**src/rtl/tile_remap_pkg.sv**
```systemverilog
package tile_remap_pkg;
  localparam int MAX_TILES = 32;

  // number of zero (good) bits among the lowest m bits
  function automatic int good_count(input logic [MAX_TILES-1:0] bad, input int m);
    int c;
    c = 0;
    for (int p = 0; p < MAX_TILES; p++)
      if (p < m && !bad[p]) c++;
    return c;
  endfunction

  // position of the n-th good tile (0-based); m when there is none
  function automatic int nth_good(input logic [MAX_TILES-1:0] bad, input int m, input int n);
    int seen;
    int pos;
    seen = 0;
    pos  = m;
    for (int p = 0; p < MAX_TILES; p++) begin
      if (p < m && !bad[p]) begin
        if (seen == n && pos == m) pos = p;
        seen++;
      end
    end
    return pos;
  endfunction
endpackage

```
**src/rtl/tile_fault_mask.sv**
```systemverilog
module tile_fault_mask #(
  parameter int N_PHYS = 6,
  parameter int IW     = $clog2(N_PHYS)
) (
  input  logic              clk,
  input  logic              rst_n,
  input  logic              accept,
  input  logic [IW-1:0]     fault_idx,
  output logic [N_PHYS-1:0] mask_q,
  output logic [N_PHYS-1:0] mask_next,
  output int                good_next
);
  import tile_remap_pkg::*;

  always_comb begin
    mask_next = mask_q;
    if (accept) mask_next = mask_q | (N_PHYS'(1) << fault_idx);
    good_next = good_count(MAX_TILES'(mask_next), N_PHYS);
  end

  always_ff @(posedge clk or negedge rst_n) begin
    if (!rst_n) mask_q <= '0;
    else        mask_q <= mask_next;
  end
endmodule

```
**src/rtl/tile_placer.sv**
```systemverilog
module tile_placer #(
  parameter int N_LOG  = 4,
  parameter int N_PHYS = 6,
  parameter int IW     = $clog2(N_PHYS)
) (
  input  logic [N_PHYS-1:0]   bad,
  output logic [N_LOG*IW-1:0] place
);
  import tile_remap_pkg::*;

  for (genvar i = 0; i < N_LOG; i++) begin : g_slot
    always_comb place[i*IW +: IW] = IW'(nth_good(MAX_TILES'(bad), N_PHYS, i));
  end
endmodule

```
**src/rtl/tile_link_span.sv**
```systemverilog
module tile_link_span #(
  parameter int N_LOG = 4,
  parameter int IW    = 3
) (
  input  logic [N_LOG*IW-1:0]     place,
  output logic [(N_LOG-1)*IW-1:0] span
);
  for (genvar i = 0; i < N_LOG - 1; i++) begin : g_link
    always_comb span[i*IW +: IW] = place[(i+1)*IW +: IW] - place[i*IW +: IW];
  end
endmodule

```
**src/rtl/tile_remap.sv**
```systemverilog
module tile_remap #(
  parameter int N_LOG  = 4,
  parameter int N_PHYS = 6,
  localparam int IW    = $clog2(N_PHYS)
) (
  input  logic                    clk,
  input  logic                    rst_n,
  input  logic                    fault_valid,
  input  logic [IW-1:0]           fault_idx,
  output logic [N_LOG*IW-1:0]     tile_map,
  output logic [(N_LOG-1)*IW-1:0] link_span,
  output logic [N_PHYS-1:0]       bad_mask,
  output logic                    no_spare,
  output logic                    remap_done
);
  logic                accept;
  logic [N_PHYS-1:0]   mask_next;
  int                  good_next;
  logic                short_next;
  logic [N_LOG*IW-1:0] place_next;
  logic [N_LOG*IW-1:0] map_q;
  logic                nsp_q;
  logic                done_q;

  assign accept     = fault_valid && ({1'b0, fault_idx} < (IW+1)'(N_PHYS));
  assign short_next = good_next < N_LOG;

  tile_fault_mask #(.N_PHYS(N_PHYS), .IW(IW)) u_mask (
    .clk(clk), .rst_n(rst_n), .accept(accept), .fault_idx(fault_idx),
    .mask_q(bad_mask), .mask_next(mask_next), .good_next(good_next)
  );

  tile_placer #(.N_LOG(N_LOG), .N_PHYS(N_PHYS), .IW(IW)) u_place (
    .bad(mask_next), .place(place_next)
  );

  always_ff @(posedge clk or negedge rst_n) begin
    if (!rst_n) begin
      for (int i = 0; i < N_LOG; i++) map_q[i*IW +: IW] <= IW'(i);
      nsp_q  <= 1'b0;
      done_q <= 1'b0;
    end else begin
      done_q <= accept && !short_next;
      if (accept) begin
        if (short_next) nsp_q <= 1'b1;
        else            map_q <= place_next;
      end
    end
  end

  tile_link_span #(.N_LOG(N_LOG), .IW(IW)) u_span (
    .place(map_q), .span(link_span)
  );

  assign tile_map   = map_q;
  assign no_spare   = nsp_q;
  assign remap_done = done_q;
endmodule

```
**config.mk**
```make
export PLATFORM = sky130hd
export DESIGN_NAME = tile_remap
export DESIGN_NICKNAME = d
export VERILOG_FILES = /design/src/rtl/tile_remap_pkg.sv /design/src/rtl/tile_fault_mask.sv /design/src/rtl/tile_placer.sv /design/src/rtl/tile_link_span.sv /design/src/rtl/tile_remap.sv
export SDC_FILE = /design/constraint.sdc
export NUM_CORES = 1
export LEC_CHECK = 0
export CAP_MARGIN = 40
export CORE_MARGIN = 5
export CORE_UTILIZATION = 30
export DETAILED_ROUTE_END_ITERATION = 12
export HOLD_SLACK_MARGIN = 0.05
export SLEW_MARGIN = 10
export SYNTH_ARGS = -nofsm -noshare
export SYNTH_HDL_FRONTEND = slang
export SYNTH_SLANG_ARGS = --single-unit
```
**constraint.sdc**
```tcl
create_clock -name clk -period 5.5 [get_ports clk]
set_clock_uncertainty 0.1 [all_clocks]
set_input_delay 0.55 -clock clk [delete_from_list [all_inputs] [get_ports clk]]
set_output_delay 0.55 -clock clk [all_outputs]
set_load 0.005 [all_outputs]
```
Word level (Yosys, flattened, before mapping):

Cells that the tools add are included.

* shift operators: 1
* $lt $le $gt $ge: 2
* multiplexer cells: 48
* equal/unequal tests: 32
* bitwise operators: 2
* div/mod/pow operators: 0
* multiply operators: 0
* add/subtract/negate cells: 8
* reductions and logical operators: 27

Operators by type and width (number)
* 32-bit two-way mux: 33
* 32-bit by 4-bit == test with 1-bit output (second input constant): 16
* 32-bit by 3-bit == test with 1-bit output (second input constant): 10
* 32-bit by 2-bit adder with 32-bit output (second input constant): 5
* 32-bit by 2-bit == test with 1-bit output (second input constant): 5
* 32-bit logical NOT: 5
* 3-bit two-way mux: 13
* 32-bit by 4-bit < comparator with 1-bit output (second input constant): 1
* 1-bit logical AND: 19
* 3-bit subtractor: 3
* 6-bit two-way mux: 1
* 6-bit bitwise OR: 1
* 1-bit by 3-bit << shifter with 6-bit output (first input constant): 1
* 2-bit AND reduction: 2
* 3-bit == test (second input constant): 1
* 3-bit < comparator (second input constant): 1
* 1-bit logical NOT: 1
* 1-bit two-way mux: 1
* 1-bit inverter: 1

* word-level logic and storage cells: 124
* memories: 0
* flip-flop bits (word level): 20
* RAM bits: 0
* input port bits: 6
* bits in read-only memories: 0
* output and inout bits: 29
* latch bits: 0

Longest topological paths before layout:

Gate-level depths: netlist (run 1).

* depth in word-level cells: 24
* mapped depth: 15
* depth with buffers taken out: 14

Modules after synthesis:

From an unflattened synthesis (run 1), not the netlist that was laid out.

* cells, all modules: 267
* area total of the unflattened synthesis: 2439.8 µm²

Modules (own cells, without submodules)
* tile_fault_mask: times used 1, area an instance 835.8 µm², seq. area each 150.1 µm², cells an instance 98
* tile_placer: times used 1, area an instance 787.0 µm², seq. area each 0.0 µm², cells an instance 105
* tile_remap: times used 1, area an instance 603.1 µm², seq. area each 355.3 µm², cells an instance 43
* tile_link_span: times used 1, area an instance 214.0 µm², seq. area each 0.0 µm², cells an instance 21

Least setup slack after synthesis (run 1):

Ideal clock, no wire load.

* path type: input-to-reg
* from: input fault_idx[2]
* to: register map_q[11] (netlist: tile_map[11])
* cell stages on the path: 13
* setup time: 0.128 ns
* required time: 5.272 ns
* buffers on the path: 1
* data arrival time: 3.496 ns
* setup slack: 1.776 ns
* cell sequence: and4bb_4 -> nor2_1 -> inv_1 -> fa_1 -> nor3_2 -> xnor2_1 -> inv_1 -> ha_1 -> nor3_1 -> a22oi_2 -> a31oi_4 -> buf_6 -> mux2_1

* elaborated cells between the ends (all ways): 42
* classes of those cells: add/sub: 5; order compare: 2; eq/ne: 9; shift: 1; mux: 17; bitwise: 2; reduce/logical: 6

RTL lines
* from (decl): RTL line tile_remap.sv:9 `input logic [IW-1:0] fault_idx,`
* 3-bit < comparator / 1-bit by 3-bit << shifter with 6-bit output (equally long branches): RTL line tile_remap.sv:25, tile_fault_mask.sv:17
* 1-bit logical AND / 6-bit bitwise OR (equally long branches): RTL line tile_remap.sv:25, tile_fault_mask.sv:17
* 6-bit two-way mux (*): RTL line tile_fault_mask.sv:17 `if (accept) mask_next = mask_q | (N_PHYS'(1) << fault_idx);`
* net mask_next[2]: RTL line tile_remap.sv:17 `logic [N_PHYS-1:0] mask_next;`
* parallel branches: the longest is 13 deep, another holds 32-bit by 2-bit adder with 32-bit output
* to (signal assigned): RTL line tile_remap.sv:46 `else map_q <= place_next;`
* to (decl): RTL line tile_remap.sv:21 `logic [N_LOG*IW-1:0] map_q;`

Mark *: on every way through the listed nets, which the timed path passes.
A chain may end at the register's enable or synchronous reset.

Worst setup path after layout (run 1):

* from: input fault_valid
* to: register map_q[0] (netlist: tile_map[0])

* cells in the longest elaborated chain, start to end: 23
* elaborated cells between the ends (all ways): 42
* classes of those cells: add/sub: 5; order compare: 1; eq/ne: 5; mux: 18; bitwise: 1; reduce/logical: 12

Ends and longest elaborated chain
* from (decl): RTL line tile_remap.sv:8 `input logic fault_valid,`
* 1-bit logical AND (*): RTL line tile_remap.sv:25 `assign accept = fault_valid && ({1'b0, fault_idx} < (IW+1)'(N_PHYS));`
* 6-bit two-way mux (*): RTL line tile_fault_mask.sv:17
* net mask_next[0]: RTL line tile_remap.sv:17
* parallel branches: the longest is 21 deep, another holds 32-bit by 2-bit adder with 32-bit output

Marked as above.

==> summary.md, run 1 <==
| Metric | Value |
|---|---|
| Sequential element share of the synthesized area | `0.332` |
| Top_reg_cell synth | `dfrtp_1` |
| Pwr/cell area | `438 nW/um^2` |
| Die Span X | `81.3 um` |
| Fill cell count | `536` |
| Achievable clock frequency | `0.220 GHz` |
| Setup_tns | `0 ns` |
| # IOs | `35` |
| Syn Nets | `188` |
| Post-detailed-route DRC marker count | `0` |
| Leakage power | `0.888 nW` |
| Clock-pin slew on the worst setup and hold paths | `0.08 ns` |
| Final setup vio count | `0` |
| Final std cells w/o fill | `271` |
| HPWL after detailed placement | `2860 um` |
| Syn. warnings | `0` |
| CTS root buf | `clkbuf_8` |
| CTS tree | `yes` |
| Max-cap violations | `0` |
| Min cycle time layout | `4.54 ns` |
| Crit start category | `input pin` |
| Post-DRT Antenna Nets | `0` |
| Post-synth top area share | `0.263` |
| Max VDD drop | `0.188 mV` |
| GP Congestion | `0.854` |
| Clk Latency, worst-skew pair | `0.26 ns` |
| CP Data Arrival Time | `4.59 ns` |
| Top-count cell post-synth | `inv_1` |
| Final Hold Vio Count | `0` |
| Sequential Area | `505 um^2` |
| Largest net degree at the start of global routing | `22` |
| Number of distinct library cells after synthesis | `42` |
| #FFs+latches synth | `20` |
| Most frequent cells after synthesis | `inv_1, dfrtp_1, nor2_1` |
| Post-synth top area cell | `dfrtp_1` |
| Die ar. | `6610 um^2` |
| Detailed-router iteration count before antenna repair | `4` |
| Post-synth EDFFs | `0` |
| Slew Viols, Final | `0` |
| Setup Fix Bufs, Post-CTS | `0` |
| Synth Cell Area | `1520 um^2` |
| RSZ-0062 raised after global routing | `no` |
| CTS H-tree lvls | `1` |
| Initial antenna violation count | `0` |
| Synth top area cells | `dfrtp_1, ha_1, dfstp_2` |
| Hold Crit Class | `flip-flop to flip-flop` |
| Drt initial violations | `85` |
| Post-CTS resize count | `0` |
| Antenna fix cells | `0` |
| Asr flop ratio synth | `1.00` |
| Area taken by multi-input logic gates | `898 um^2` |
| Gr ovfl total | `0` |
| Placed Cells | `267` |
| Total track usage | `0.119` |
| Initial Utilization | `0.304` |
| Routed vias | `1284` |
| Die height | `81.3 um` |
| Worst Path Required | `5.55 ns` |
| Crit Path Class | `input pin to flip-flop` |
| PortBufs | `34` |
| Post-synthesis cell count | `164` |
| Status | `finished, final reports clean` |
| First-pass GRT wire length | `6130 um` |
| Mean post-synth cell area | `9.29 um^2` |
| FP Rows | `26` |
| Slew headroom | `0.603` |
| Slew @ Worst Pin | `0.595 ns` |
| CP Max Fanout | `21` |
| Final worst path period share | `0.826` |
| Vias per cell | `4.74` |
| Reg2reg setup slack | `1.65 ns` |
| CTS Buf Count | `3` |
| P&R area growth vs syn | `32.3%` |
| Post-CTS Hold Buffers | `0` |
| Vias in the first global route | `1293` |
| Aggregate routed wire length | `3510 um` |
| Nets | `226` |
| CP endpoint kind | `flip-flop` |
| Core area | `5010 um^2` |
| CTS Buffer Depth | `2` |
| Share of cells above drive strength 1 | `0.0896` |
| CTS sink count | `20` |
| Routed wire per std cell | `13.0 um` |
## final timing paths
check                                 start      endpoint  cells past startpoint
setup / recovery                fault_valid   tile_map[0]                     13
hold / removal                     no_spare      no_spare                      1
setup reg to reg           u_mask.mask_q[0]   tile_map[0]                     11
hold reg to reg                    no_spare      no_spare                      1
max in group asynchronous             rst_n  tile_map[10]                      2
min in group asynchronous             rst_n   tile_map[2]                      1
## routing by layer
layer	GRT usage	routed length [um]	vias up	part of all wire
met4	0.0473	82	0	0.023
li1	-	-	635	-
met5	0	0	-	0
met3	0.0200	130	8	0.037
met1	0.146	1520	610	0.43
met2	0.205	1780	31	0.51
## cell type report
| type | instances | area share |
|---|---|---|
| Timing Repair Buffer | 35 | 0.174 |
| Tap cell | 70 | 0.0435 |
| Multi-Input combinational cell | 115 | 0.446 |
| Sequential cell | 20 | 0.251 |
| Inverter | 27 | 0.0503 |
| Clock inverter | 1 | 0.0149 |
| Clock buffer | 3 | 0.0205 |
## cell usage in the layout (no fill, tap or decap), drive strengths merged, types with 3 or more instances in the layout
cell type / count
ha: 14
o21ai: 9
a31oi: 5
nand3: 5
nor2: 16
mux2: 3
nand2: 11
xnor2: 7
clkdlybuf4s50: 34
nor2b: 3
dfstp: 4
clkbuf: 3
nor3: 3
and3: 3
fa: 4
inv: 27
or3: 3
a21oi: 4
dfrtp: 16
## critical path, cell delays in order
cell,delay (ns)
clkdlybuf4s50_1,0.55
nor2b_1,0.22
a21oi_1,0.23
inv_1,0.17
fa_1,0.57
nor3_2,0.36
xnor2_1,0.24
inv_1,0.11
ha_1,0.30
nor3_1,0.23
a22oi_2,0.13
a31oi_4,0.55
mux2_1,0.37
## flip-flops by register name, summed over array words and instances, names as in the netlist
name / cells
tile_map: 12
u_mask.mask_q: 6
no_spare: 1
remap_done: 1
## report_power, final
group	switching (W)	internal, W	leakage [nW]
sequential	0.0000486	0.000201	0.216
clock	0.0000536	0.0000972	0.0357
combinational	0.000166	0.000316	0.637
total	0.000268	0.000615	0.888
## kinds of logic (layout without fill, tap and decap cells)
logic type,after synthesis,count (layout),share of synthesized area
and+or+nand+nor,54,54,0.191
AOI/OAI and AO/OA,32,32,0.162
buffers and inverters,29,66,0.0788
DFF,20,20,0.332
adders and majority gates,18,18,0.167
xor gates and xnor gates,7,7,0.0402
muxes,4,4,0.0287
## metrics by stage
stage / worst slack, ns / area, um^2 / util / hold slack (ns) / power (W)
2_1_floorplan: 1.78 / 1520 / - / 0.154 / 0.000447
3_3_place_gp: 0.789 / 1930 / 0.386 / 0.371 / 0.000740
3_5_place_dp: 0.687 / 1940 / 0.388 / 0.366 / 0.000750
4_1_cts: 0.935 / 2020 / 0.402 / 0.385 / 0.000903
5_1_grt: 0.618 / 2020 / 0.402 / 0.421 / 0.000957
6_report: 0.959 / 2020 / 0.402 / 0.380 / 0.000883
Note: power is estimated with default switching activity, not from simulation.
==> run 2: changes to the inputs <==
clock period = 4.05 ns   (was 5.5 ns; I/O delays follow)
==> run 2 against run 1 <==
Compared with the run above:
- cell count rose by 8.9%
- utilization rose by 3.7 points
- first-iteration DRC count rose by 13%
- sequential power rose by 35%
- highest routed layer unchanged
==> summary.md, run 2 (same netlist as run 1, synthesis figures left out) <==
| Metric | Value |
|---|---|
| FP Rows | `26` |
| Clk Latency, worst-skew pair | `0.26 ns` |
| Pwr/cell area | `551 nW/um^2` |
| RSZ-0062 raised after global routing | `no` |
| Design Area, Final | `2200 um^2` |
| CTS Buf Count | `3` |
| Leakage power | `1.01 nW` |
| Flop pwr share | `0.278` |
| CP Max Fanout | `12` |
| Post-detailed-route DRC marker count | `0` |
| Max reg flops | `12` |
| Die ar. | `6610 um^2` |
| Setup Fix Bufs, Post-CTS | `0` |
| Largest net degree at the start of global routing | `13` |
| Final Hold Vio Count | `0` |
| Met1 GRT Util | `0.163` |
| Final setup vio count | `0` |
| Clk pwr share | `0.169` |
| Max-cap violations | `0` |
| Largest stage delay on the critical path | `0.53 ns` |
| Vias per cell | `4.51` |
| Post-CTS Hold Buffers | `0` |
| CP endpoint kind | `flip-flop` |
| Min cycle time layout | `3.80 ns` |
| Crit start category | `input pin` |
| Hold Crit Class | `input pin to async pin` |
| PortBufs | `34` |
| CTS Buffer Depth | `2` |
| Placement Setup Slack | `-0.0163 ns` |
| Antenna fix cells | `0` |
| Gr ovfl total | `0` |
| Final Util | `0.439` |
| Switching Fraction | `0.299` |
| Clock-pin slew on the worst setup and hold paths | `0.08 ns` |
| Core area | `5010 um^2` |
| Nets | `250` |
| Internal Power | `0.000849 W` |
| Achievable clock frequency | `0.263 GHz` |
| Crit-path cells | `clkdlybuf4s50_1 -> nor2_1 -> a21oi_1 -> inv_1 -> fa_1 -> nor3_2 -> xnor2_1 -> inv_1 -> ha_1 -> nor3_1 -> a22oi_2 -> a31oi_4 -> mux2_1` |
| Aggregate routed wire length | `3640 um` |
| Total track usage | `0.124` |
| Die Span X | `81.3 um` |
| Max VDD drop | `0.248 mV` |
| P&R area growth vs syn | `44.3%` |
| CTS root buf | `clkbuf_8` |
| Final worst path period share | `0.938` |
| Initial Utilization | `0.304` |
| Routed wire per std cell | `12.3 um` |
| CTS sink count | `20` |
| Slew @ Worst Pin | `0.588 ns` |
| CTS H-tree lvls | `1` |
| Most frequent cells in the layout | `clkdlybuf4s50_1, inv_1, buf_4, nor2_1, dfrtp_1` |
| Slew headroom | `0.606` |
| Vias in the first global route | `1345` |
| Die height | `81.3 um` |
| Initial antenna violation count | `0` |
| Switching power total | `0.000363 W` |
| Crit-path most repeated cell | `inv_1` |
| Placed Area | `2130 um^2` |
| Post-CTS resize count | `0` |
| CP Data Arrival Time | `3.85 ns` |
| Comb pwr share | `0.553` |
| CP max stage cell | `clkdlybuf4s50_1` |
| Met2 usage | `0.205` |
| CTS tree | `yes` |
| Fill cell count | `516` |
| Worst Path Required | `4.10 ns` |
| HPWL after detailed placement | `3090 um` |
| Routed vias | `1331` |
| Post-DRT Antenna Nets | `0` |
| Drt initial violations | `96` |
| Detailed-router iteration count before antenna repair | `4` |
| Commonest non-fill, non-tap cell in the layout | `clkdlybuf4s50_1` |
| Slew Viols, Final | `0` |
| First-pass GRT wire length | `6350 um` |
| Status | `finished, final reports clean` |
| # IOs | `35` |
| Gr busiest metal | `met2` |
| Crit Path Class | `input pin to flip-flop` |
| Tot Pwr | `0.00121 W` |
| Share of cells above drive strength 1 | `0.187` |
| GP Congestion | `0.913` |
| Grt met3 use | `0.0200` |
| Final setup margin | `0.251 ns` |
==> run 2: cell types whose count changed in the layout (fill, tap and decap cells not counted) <==
| cell | before | now |
|---|---|---|
| buf_6 | 1 | 0 |
| buf_8 | 0 | 1 |
| buf_4 | 0 | 24 |
==> run 2: worst paths after layout <==
kind                               endpoint  cells after the start  slack, ns        startpoint
setup / recovery               tile_map[11]                     13       0.25      fault_idx[0]
hold / removal             u_mask.mask_q[2]                      1       0.37             rst_n
setup reg to reg               tile_map[11]                     11       0.64  u_mask.mask_q[0]
hold reg to reg                    no_spare                      1       0.38          no_spare
max in group asynchronous      tile_map[10]                      2       2.94             rst_n
min in group clk                   no_spare                      1       0.38          no_spare
==> run 2: per-layer routing <==
| layer | up-vias | part of all wire |
|---|---|---|
| li1 | 677 | - |
| met1 | 622 | 0.47 |
| met2 | 28 | 0.48 |
| met3 | 4 | 0.037 |
| met4 | 0 | 0.013 |
| met5 | - | 0 |
==> run 2: through the flow <==
step | setup TNS, ns | hold slack, ns | std cells
global placement | 0 | 0.371 | 290
CTS | 0 | 0.385 | 295
detailed placement | -0.0636 | 0.366 | 291
global route | 0 | 0.410 | 295
finish | 0 | 0.370 | 295
floorplan | 0 | 0.00941 | 164
==> run 2: final cells by class <==
type / instances / area (um^2) / share of cell area
repair buffers: 59 / 536 / 0.243
flip-flops and latches: 20 / 505 / 0.230
clock buffers: 3 / 41.3 / 0.0188
inverters: 27 / 101 / 0.0461
clock inverters: 1 / 30.0 / 0.0137
well taps: 70 / 87.6 / 0.0398
multi-input cells: 115 / 898 / 0.408
==> run 2: power groups by stage <==
stage	clock (W)	combinational, W	sequential, W
2_1_floorplan	0	0.000271	0.000336
3_3_place_gp	0	0.000676	0.000344
3_5_place_dp	0	0.000684	0.000343
4_1_cts	0.000210	0.000686	0.000339
5_1_grt	0.000224	0.000749	0.000351
6_report	0.000205	0.000669	0.000337
==> run 2: worst max-delay path: cells and delay by family <==
family | cells | cell delay, ns
adder cells (fa/ha/maj) | 2 | 0.80
buffers and inverters | 3 | 0.72
AO/OA/AOI/OAI | 3 | 0.71
AND/OR/NAND/NOR | 3 | 0.67
multiplexers | 1 | 0.35
XOR/XNOR | 1 | 0.18
==> run 3: changes to the inputs <==
TNS_END_PERCENT = 100   (was not set)
==> results of run 3 <==
No change in the layout: final DEF, timing and power equal those of run 2.
